File: src/rtl/sgc_pkg.sv
`timescale 1ns/1ps
package sgc_pkg;

  localparam int MODE_W = 3;

  // Field order: cpu, io, adc, tmr, osc
  typedef struct packed {
    logic cpu;
    logic io;
    logic adc;
    logic tmr;
    logic osc;
  } domEn_t;

  typedef enum logic [MODE_W-1:0] {
    MODE_IDLE  = 3'd0,
    MODE_ADCQ  = 3'd1,
    MODE_PDOWN = 3'd2,
    MODE_PSAVE = 3'd3,
    MODE_STBY  = 3'd6,
    MODE_XSTBY = 3'd7
  } sleepMode_t;

  typedef enum logic [1:0] {
    ST_RUN   = 2'd0,
    ST_SLEEP = 2'd1,
    ST_WARM  = 2'd2
  } pwrState_t;

  // Strobes from control to datapath
  typedef struct packed {
    logic enterSleep;
    logic loadDelay;
    logic countDown;
  } ctlStrobe_t;

  localparam domEn_t DOM_ALL_ON = 5'b11111;

  function automatic domEn_t modeDomains(sleepMode_t m);
    domEn_t d;
    case (m)
      MODE_IDLE:  d = 5'b01111;
      MODE_ADCQ:  d = 5'b00111;
      MODE_PDOWN: d = 5'b00000;
      MODE_PSAVE: d = 5'b00010;
      MODE_STBY:  d = 5'b00001;
      MODE_XSTBY: d = 5'b00011;
      default:    d = 5'b01111;
    endcase
    return d;
  endfunction

  // Modes that stop the oscillator need a start-up delay on wake
  function automatic logic needsWarmup(sleepMode_t m);
    return (m == MODE_PDOWN) || (m == MODE_PSAVE);
  endfunction

endpackage

File: src/rtl/sgc_mode_map.sv
`timescale 1ns/1ps
module sgc_mode_map
  import sgc_pkg::*;
(
  input  logic [MODE_W-1:0] modeRaw,
  output sleepMode_t        modeClean
);

  always_comb begin
    case (modeRaw)
      3'd1:    modeClean = MODE_ADCQ;
      3'd2:    modeClean = MODE_PDOWN;
      3'd3:    modeClean = MODE_PSAVE;
      3'd6:    modeClean = MODE_STBY;
      3'd7:    modeClean = MODE_XSTBY;
      default: modeClean = MODE_IDLE;
    endcase
  end

endmodule

File: src/rtl/sgc_ctrl.sv
`timescale 1ns/1ps
module sgc_ctrl
  import sgc_pkg::*;
(
  input  logic       clk,
  input  logic       rstN,
  input  logic       sleepCmd,
  input  logic       sleepEn,
  input  logic       wakeAny,
  input  logic       slowWake,
  input  logic       delayZero,
  input  logic       cntLast,
  output ctlStrobe_t strb,
  output pwrState_t  state
);

  pwrState_t stateNext;

  always_comb begin
    stateNext = state;
    strb      = '0;
    case (state)
      ST_RUN: begin
        if (sleepCmd && sleepEn) begin
          strb.enterSleep = 1'b1;
          stateNext       = ST_SLEEP;
        end
      end
      ST_SLEEP: begin
        if (wakeAny) begin
          if (slowWake && !delayZero) begin
            strb.loadDelay = 1'b1;
            stateNext      = ST_WARM;
          end else begin
            stateNext = ST_RUN;
          end
        end
      end
      ST_WARM: begin
        strb.countDown = 1'b1;
        if (cntLast) stateNext = ST_RUN;
      end
      default: stateNext = ST_RUN;
    endcase
  end

  always_ff @(posedge clk or negedge rstN) begin
    if (!rstN) state <= ST_RUN;
    else       state <= stateNext;
  end

endmodule

File: src/rtl/sgc_datapath.sv
`timescale 1ns/1ps
module sgc_datapath
  import sgc_pkg::*;
#(
  parameter int CNT_W = 16
)(
  input  logic             clk,
  input  logic             rstN,
  input  ctlStrobe_t       strb,
  input  pwrState_t        state,
  input  sleepMode_t       modeClean,
  input  logic [CNT_W-1:0] startupCycles,
  output domEn_t           doms,
  output logic             sleeping,
  output logic             slowWake,
  output logic             delayZero,
  output logic             cntLast
);

  localparam logic [CNT_W-1:0] CNT_ONE = CNT_W'(1);

  sleepMode_t       modeQ;
  logic [CNT_W-1:0] cnt;
  domEn_t           sleepDoms;

  always_ff @(posedge clk or negedge rstN) begin
    if (!rstN) begin
      modeQ <= MODE_IDLE;
      cnt   <= '0;
    end else begin
      if (strb.enterSleep) modeQ <= modeClean;
      if (strb.loadDelay)      cnt <= startupCycles;
      else if (strb.countDown) cnt <= cnt - CNT_ONE;
    end
  end

  assign sleepDoms = modeDomains(modeQ);
  assign slowWake  = needsWarmup(modeQ);
  assign delayZero = (startupCycles == '0);
  assign cntLast   = (cnt == CNT_ONE);
  assign sleeping  = (state != ST_RUN);

  always_comb begin
    case (state)
      ST_SLEEP: doms = sleepDoms;
      ST_WARM: begin
        doms     = '0;
        doms.osc = 1'b1;
        doms.tmr = sleepDoms.tmr;
      end
      default: doms = DOM_ALL_ON;
    endcase
  end

endmodule

File: src/rtl/sleep_gate_ctrl.sv
`timescale 1ns/1ps
module sleep_gate_ctrl
  import sgc_pkg::*;
#(
  parameter int NUM_WAKE = 8,
  parameter int CNT_W    = 16
)(
  input  logic                clk,
  input  logic                rstN,
  input  logic                sleepEn,
  input  logic                sleepCmd,
  input  logic [MODE_W-1:0]   modeSel,
  input  logic [NUM_WAKE-1:0] wakeSrc,
  input  logic [CNT_W-1:0]    startupCycles,
  output logic                cpuClkEn,
  output logic                ioClkEn,
  output logic                adcClkEn,
  output logic                tmrClkEn,
  output logic                oscEn,
  output logic                sleeping
);

  ctlStrobe_t strb;
  pwrState_t  state;
  sleepMode_t modeClean;
  domEn_t     doms;
  logic       slowWake;
  logic       delayZero;
  logic       cntLast;

  sgc_mode_map u_map (
    .modeRaw   (modeSel),
    .modeClean (modeClean)
  );

  sgc_ctrl u_ctrl (
    .clk       (clk),
    .rstN      (rstN),
    .sleepCmd  (sleepCmd),
    .sleepEn   (sleepEn),
    .wakeAny   (|wakeSrc),
    .slowWake  (slowWake),
    .delayZero (delayZero),
    .cntLast   (cntLast),
    .strb      (strb),
    .state     (state)
  );

  sgc_datapath #(.CNT_W(CNT_W)) u_dp (
    .clk           (clk),
    .rstN          (rstN),
    .strb          (strb),
    .state         (state),
    .modeClean     (modeClean),
    .startupCycles (startupCycles),
    .doms          (doms),
    .sleeping      (sleeping),
    .slowWake      (slowWake),
    .delayZero     (delayZero),
    .cntLast       (cntLast)
  );

  assign cpuClkEn = doms.cpu;
  assign ioClkEn  = doms.io;
  assign adcClkEn = doms.adc;
  assign tmrClkEn = doms.tmr;
  assign oscEn    = doms.osc;

endmodule

File: config.mk
export PLATFORM = sky130hd
export DESIGN_NAME = sleep_gate_ctrl
export DESIGN_NICKNAME = d
export VERILOG_FILES = /design/src/rtl/sgc_pkg.sv /design/src/rtl/sgc_mode_map.sv /design/src/rtl/sgc_ctrl.sv /design/src/rtl/sgc_datapath.sv /design/src/rtl/sleep_gate_ctrl.sv
export SDC_FILE = /design/constraint.sdc
export NUM_CORES = 1
export LEC_CHECK = 0
export BUFFER_PORTS_ARGS = -buffer_cell sky130_fd_sc_hd__buf_4
export CORE_MARGIN = 8
export CORE_UTILIZATION = 55
export DETAILED_ROUTE_END_ITERATION = 10
export PLACE_DENSITY = 0.85
export SLEW_MARGIN = 10
export SYNTH_ARGS = -nofsm -noshare
export SYNTH_HDL_FRONTEND = slang
export SYNTH_SLANG_ARGS = --single-unit
export TNS_END_PERCENT = 20
File: constraint.sdc
create_clock -name clk -period 3 [get_ports clk]
set_input_delay 0.3 -clock clk [delete_from_list [all_inputs] [get_ports clk]]
set_output_delay 0.3 -clock clk [all_outputs]
set_load 0.01 [all_outputs]
==> metrics.md <==
| Metric | Value |
|---|---|
| Cts bufs inserted | 3 |
| Post-Syn Instances | 134 |
| Hold Buf Count CTS | 1 |
| Max Slew Vio Count | 0 |
| Final core occ | 70.9% |
| Critical path class | reg -> reg |
| Clk_skew | 0.00414 ns |
| Htree depth | 1 |
| Post-synth EDFFs | 0 |
| Pwr Total | 1.55 mW |
| Crit path buffers/inverters | 1 |
| Synth area leader | dfrtp_1 |
| Sink Count | 21 |
| Max Cap Viol | 0 |
| 1st-iter DRT viols | 61 |
| Final Cycle Share | 69.0% |
| CP startpoint kind | flip-flop |
| Status | completed |
| Initial core utilization | 57.5% |
| Vias | 1,178 |
| Fillers | 178 |
| Setup_tns | 0 ns |
| Top-Level Pins | 37 |
| Critical Path End Type | flip-flop |
| Final hold vios | 0 |
| Hold path depth | 2 |
| Main combinational cell family by area after synthesis | simple AND/OR/NAND/NOR gates |
| Critical Path RT | 3.19 ns |
| Worst Tran Pin Value | 0.834 ns |
| Post-DP HPWL | 2740 microns |
| Post-Synth XOR/XNOR Area | 8.68% |
| Worst path max stage delay | 0.45 ns |
| Post-synth top cells | dfrtp_1, nand2_1, xnor2_1 |
| Multi-input logic area | 833 sq um |
| Top-count cell post-synth | dfrtp_1 |
| Post-Synth Simple-Gate Area | 24.1% |
| Worst Reg2Reg Path Length in Cells | 6 |
| Crit-path max FO | 10 |
| Setup repair bufs after CTS | 0 |
| Post-CTS sizing | 0 |
| Area Growth Syn to Fin | 23.2% |
| Layout cell share with drive strength beyond 1 | 33.1% |
| Final setup vio count | 0 |
| Die area | 4450 sq um |
| Vias per cell | 5.83 |
| Synth Area in Adders | 4.43% |
| Mean routed wirelength per cell | 17.0 microns |
| First-pass GRT wire length | 5860 microns |
| Slowest CP cell | nor4b_4 |
| Initial antenna violation count | 0 |
| Total GRT Usage | 16.8% |
| FF/Latch Area | 526 sq um |
| Mux share of post-synthesis cell area | 15.8% |
| Synth Warn # | 0 |
| # nets final | 209 |
| Clock Latency Late Sink | 0.30 ns |
| Fin crit period | 2.07 ns |
| Routability cong. | 0.830 |
| Die Wd | 66.7 microns |
| Detailed Routing Iterations Pass 1 | 4 |
| FF-to-FF End | u_dp.cnt[11] |
| Synth Net Count | 170 |
| FF-to-FF setup slack | 0.93 ns |
| Seq cells post-synth | 21 |
| Register area share after synthesis | 37.2% |
| Largest net degree at the start of global routing | 22 |
| Clock root buffer | clkbuf_4 |
| Ys async rst share | 100% |
| Mean Syn Cell Area | 10.5 sq um |
| Worst Hold Path EP | u_dp.cnt[1] |
| Antenna violation net count after detailed routing | 0 |
| PD cells | 892 nW/um^2 |
| Routed WL | 3440 microns |
| Mapped Area | 1410 sq um |
| Compound-Gate Fraction of Synth Area | 6.02% |
| Synth top area cells | dfrtp_1, mux2_1, mux2_2 |
| Worst-path cell chain | inv_1 > ha_1 > nor4b_4 > nand4_1 > xnor2_1 > mux2_2 |
| Leakage | 0.755 nW |
| RSZ-0062 raised after global routing | false |
| Most used DFF post-synth | dfrtp_1 |
| Worst R2R Start | u_ctrl.state[0] |
| Placed cell count | 197 |
| CTS clk-pin slew, worst paths | 0.12 ns |
| N_diodes | 0 |
| Max VDD drop | 0.543 mV |
| CTS tree | done |
| GRT overflow | 0 |
| Top-area cell type share of the netlist area | 37.2% |
| Layout Cells excl Fill | 202 |
| Min-Delay Path Class | in -> reg |
| Row cnt | 18 |
| Vias in the first global route | 1,257 |
| Top delay family on crit path | simple AND/OR/NAND/NOR gates |
| Core ar. | 2450 sq um |
| Synth cell types | 35 |
| Crit path DAT | 2.27 ns |
| Fmax | 0.483 GHz |
| Slew margin rel. | 44.0% |
| Die H | 66.7 microns |
| Clock Path Buffers | 2 |
| DRC | 0 |
| Port bufs | 36 |
| Min-delay src | startupCycles[1] |
## routing by layer
metal  GRT usage [%]  part of all wire (%)  up-vias
met1            20.5                    43      574
li1                -                     -      564
met5               0                     0        -
met3            4.03                   5.0       10
met2            26.9                    50       30
met4            8.53                   2.1        0
## how the worst max path moves through the flow
stage	startpoint	endpoint	slack, ns	cells after the start
6_report	u_ctrl.state[0]	u_dp.cnt[11]	0.93	6
5_1_grt	u_ctrl.state[0]	u_dp.cnt[13]	0.73	6
4_1_cts	u_ctrl.state[0]	u_dp.cnt[13]	0.95	6
3_5_place_dp	u_ctrl.state[0]	u_dp.cnt[13]	0.98	6
3_3_place_gp	u_ctrl.state[0]	u_dp.cnt[9]	1.06	6
2_1_floorplan	u_ctrl.state[0]	u_dp.cnt[9]	1.24	7
## kinds of logic after synthesis
| kind of cell | count (synthesis) |
|---|---|
| compound gates | 12 |
| flops | 21 |
| mux | 20 |
| buf+inv | 13 |
| fa+ha+maj | 5 |
| simple gates | 49 |
| xor+xnor | 14 |
## where the power goes
group | leakage, nW | total [mW] | switching (mW) | internal [mW]
logic | 0.487 | 0.793 | 0.371 | 0.421
clock network | 0.0150 | 0.136 | 0.0841 | 0.0518
registers | 0.253 | 0.625 | 0.199 | 0.426
total | 0.755 | 1.55 | 0.654 | 0.899
## per-stage QoR
step / hold slack [ns] / instance area, sq um / worst slack, ns
after global placement: 0.197 / 1700 / 1.06
after detailed placement: 0.199 / 1700 / 0.983
final: 0.212 / 1740 / 0.930
after floorplan: 0.00441 / 1410 / 1.24
after CTS: 0.206 / 1740 / 0.950
after global routing: 0.205 / 1740 / 0.730
## final cells by class
type,count,area share (%)
sequential,21,30.2
tap,30,2.16
clock buffer,4,1.51
inverter,10,2.16
multi-input combinational,100,47.9
timing repair buffer,37,16.1
## registers in the layout (all words and copies together) (netlist names)
signal        flops
u_dp.modeQ        3
u_ctrl.state      2
u_dp.cnt         16
## cells in the final DEF, fill, tap and decap left out
| cell | instances |
|---|---|
| buf_4 | 36 |
| dfrtp_1 | 21 |
| nand2_1 | 12 |
| xnor2_1 | 11 |
| inv_1 | 9 |
| mux2_1 | 9 |
| mux2_2 | 9 |
| nand4_1 | 6 |
| o21ai_0 | 5 |
| nor2_1 | 5 |
| ha_1 | 5 |
| nand3_1 | 4 |
| nor4_1 | 4 |
| nor3_1 | 3 |
| nor4_2 | 3 |
| xor2_1 | 3 |
| clkbuf_4 | 3 |
| mux2i_1 | 2 |
| nor4_4 | 2 |
| nand3b_1 | 2 |
| and3_1 | 2 |
| a31oi_1 | 2 |
| inv_2 | 1 |
| o22ai_1 | 1 |
| o211ai_1 | 1 |
| nor4b_4 | 1 |
| nand4_2 | 1 |
| and3b_1 | 1 |
| nor3b_1 | 1 |
| a2111oi_2 | 1 |
| a41o_1 | 1 |
| a41oi_1 | 1 |
| nor4bb_1 | 1 |
| nand4b_1 | 1 |
| clkbuf_1 | 1 |
| dlygate4sd3_1 | 1 |
(Power assumes the default switching activity.)
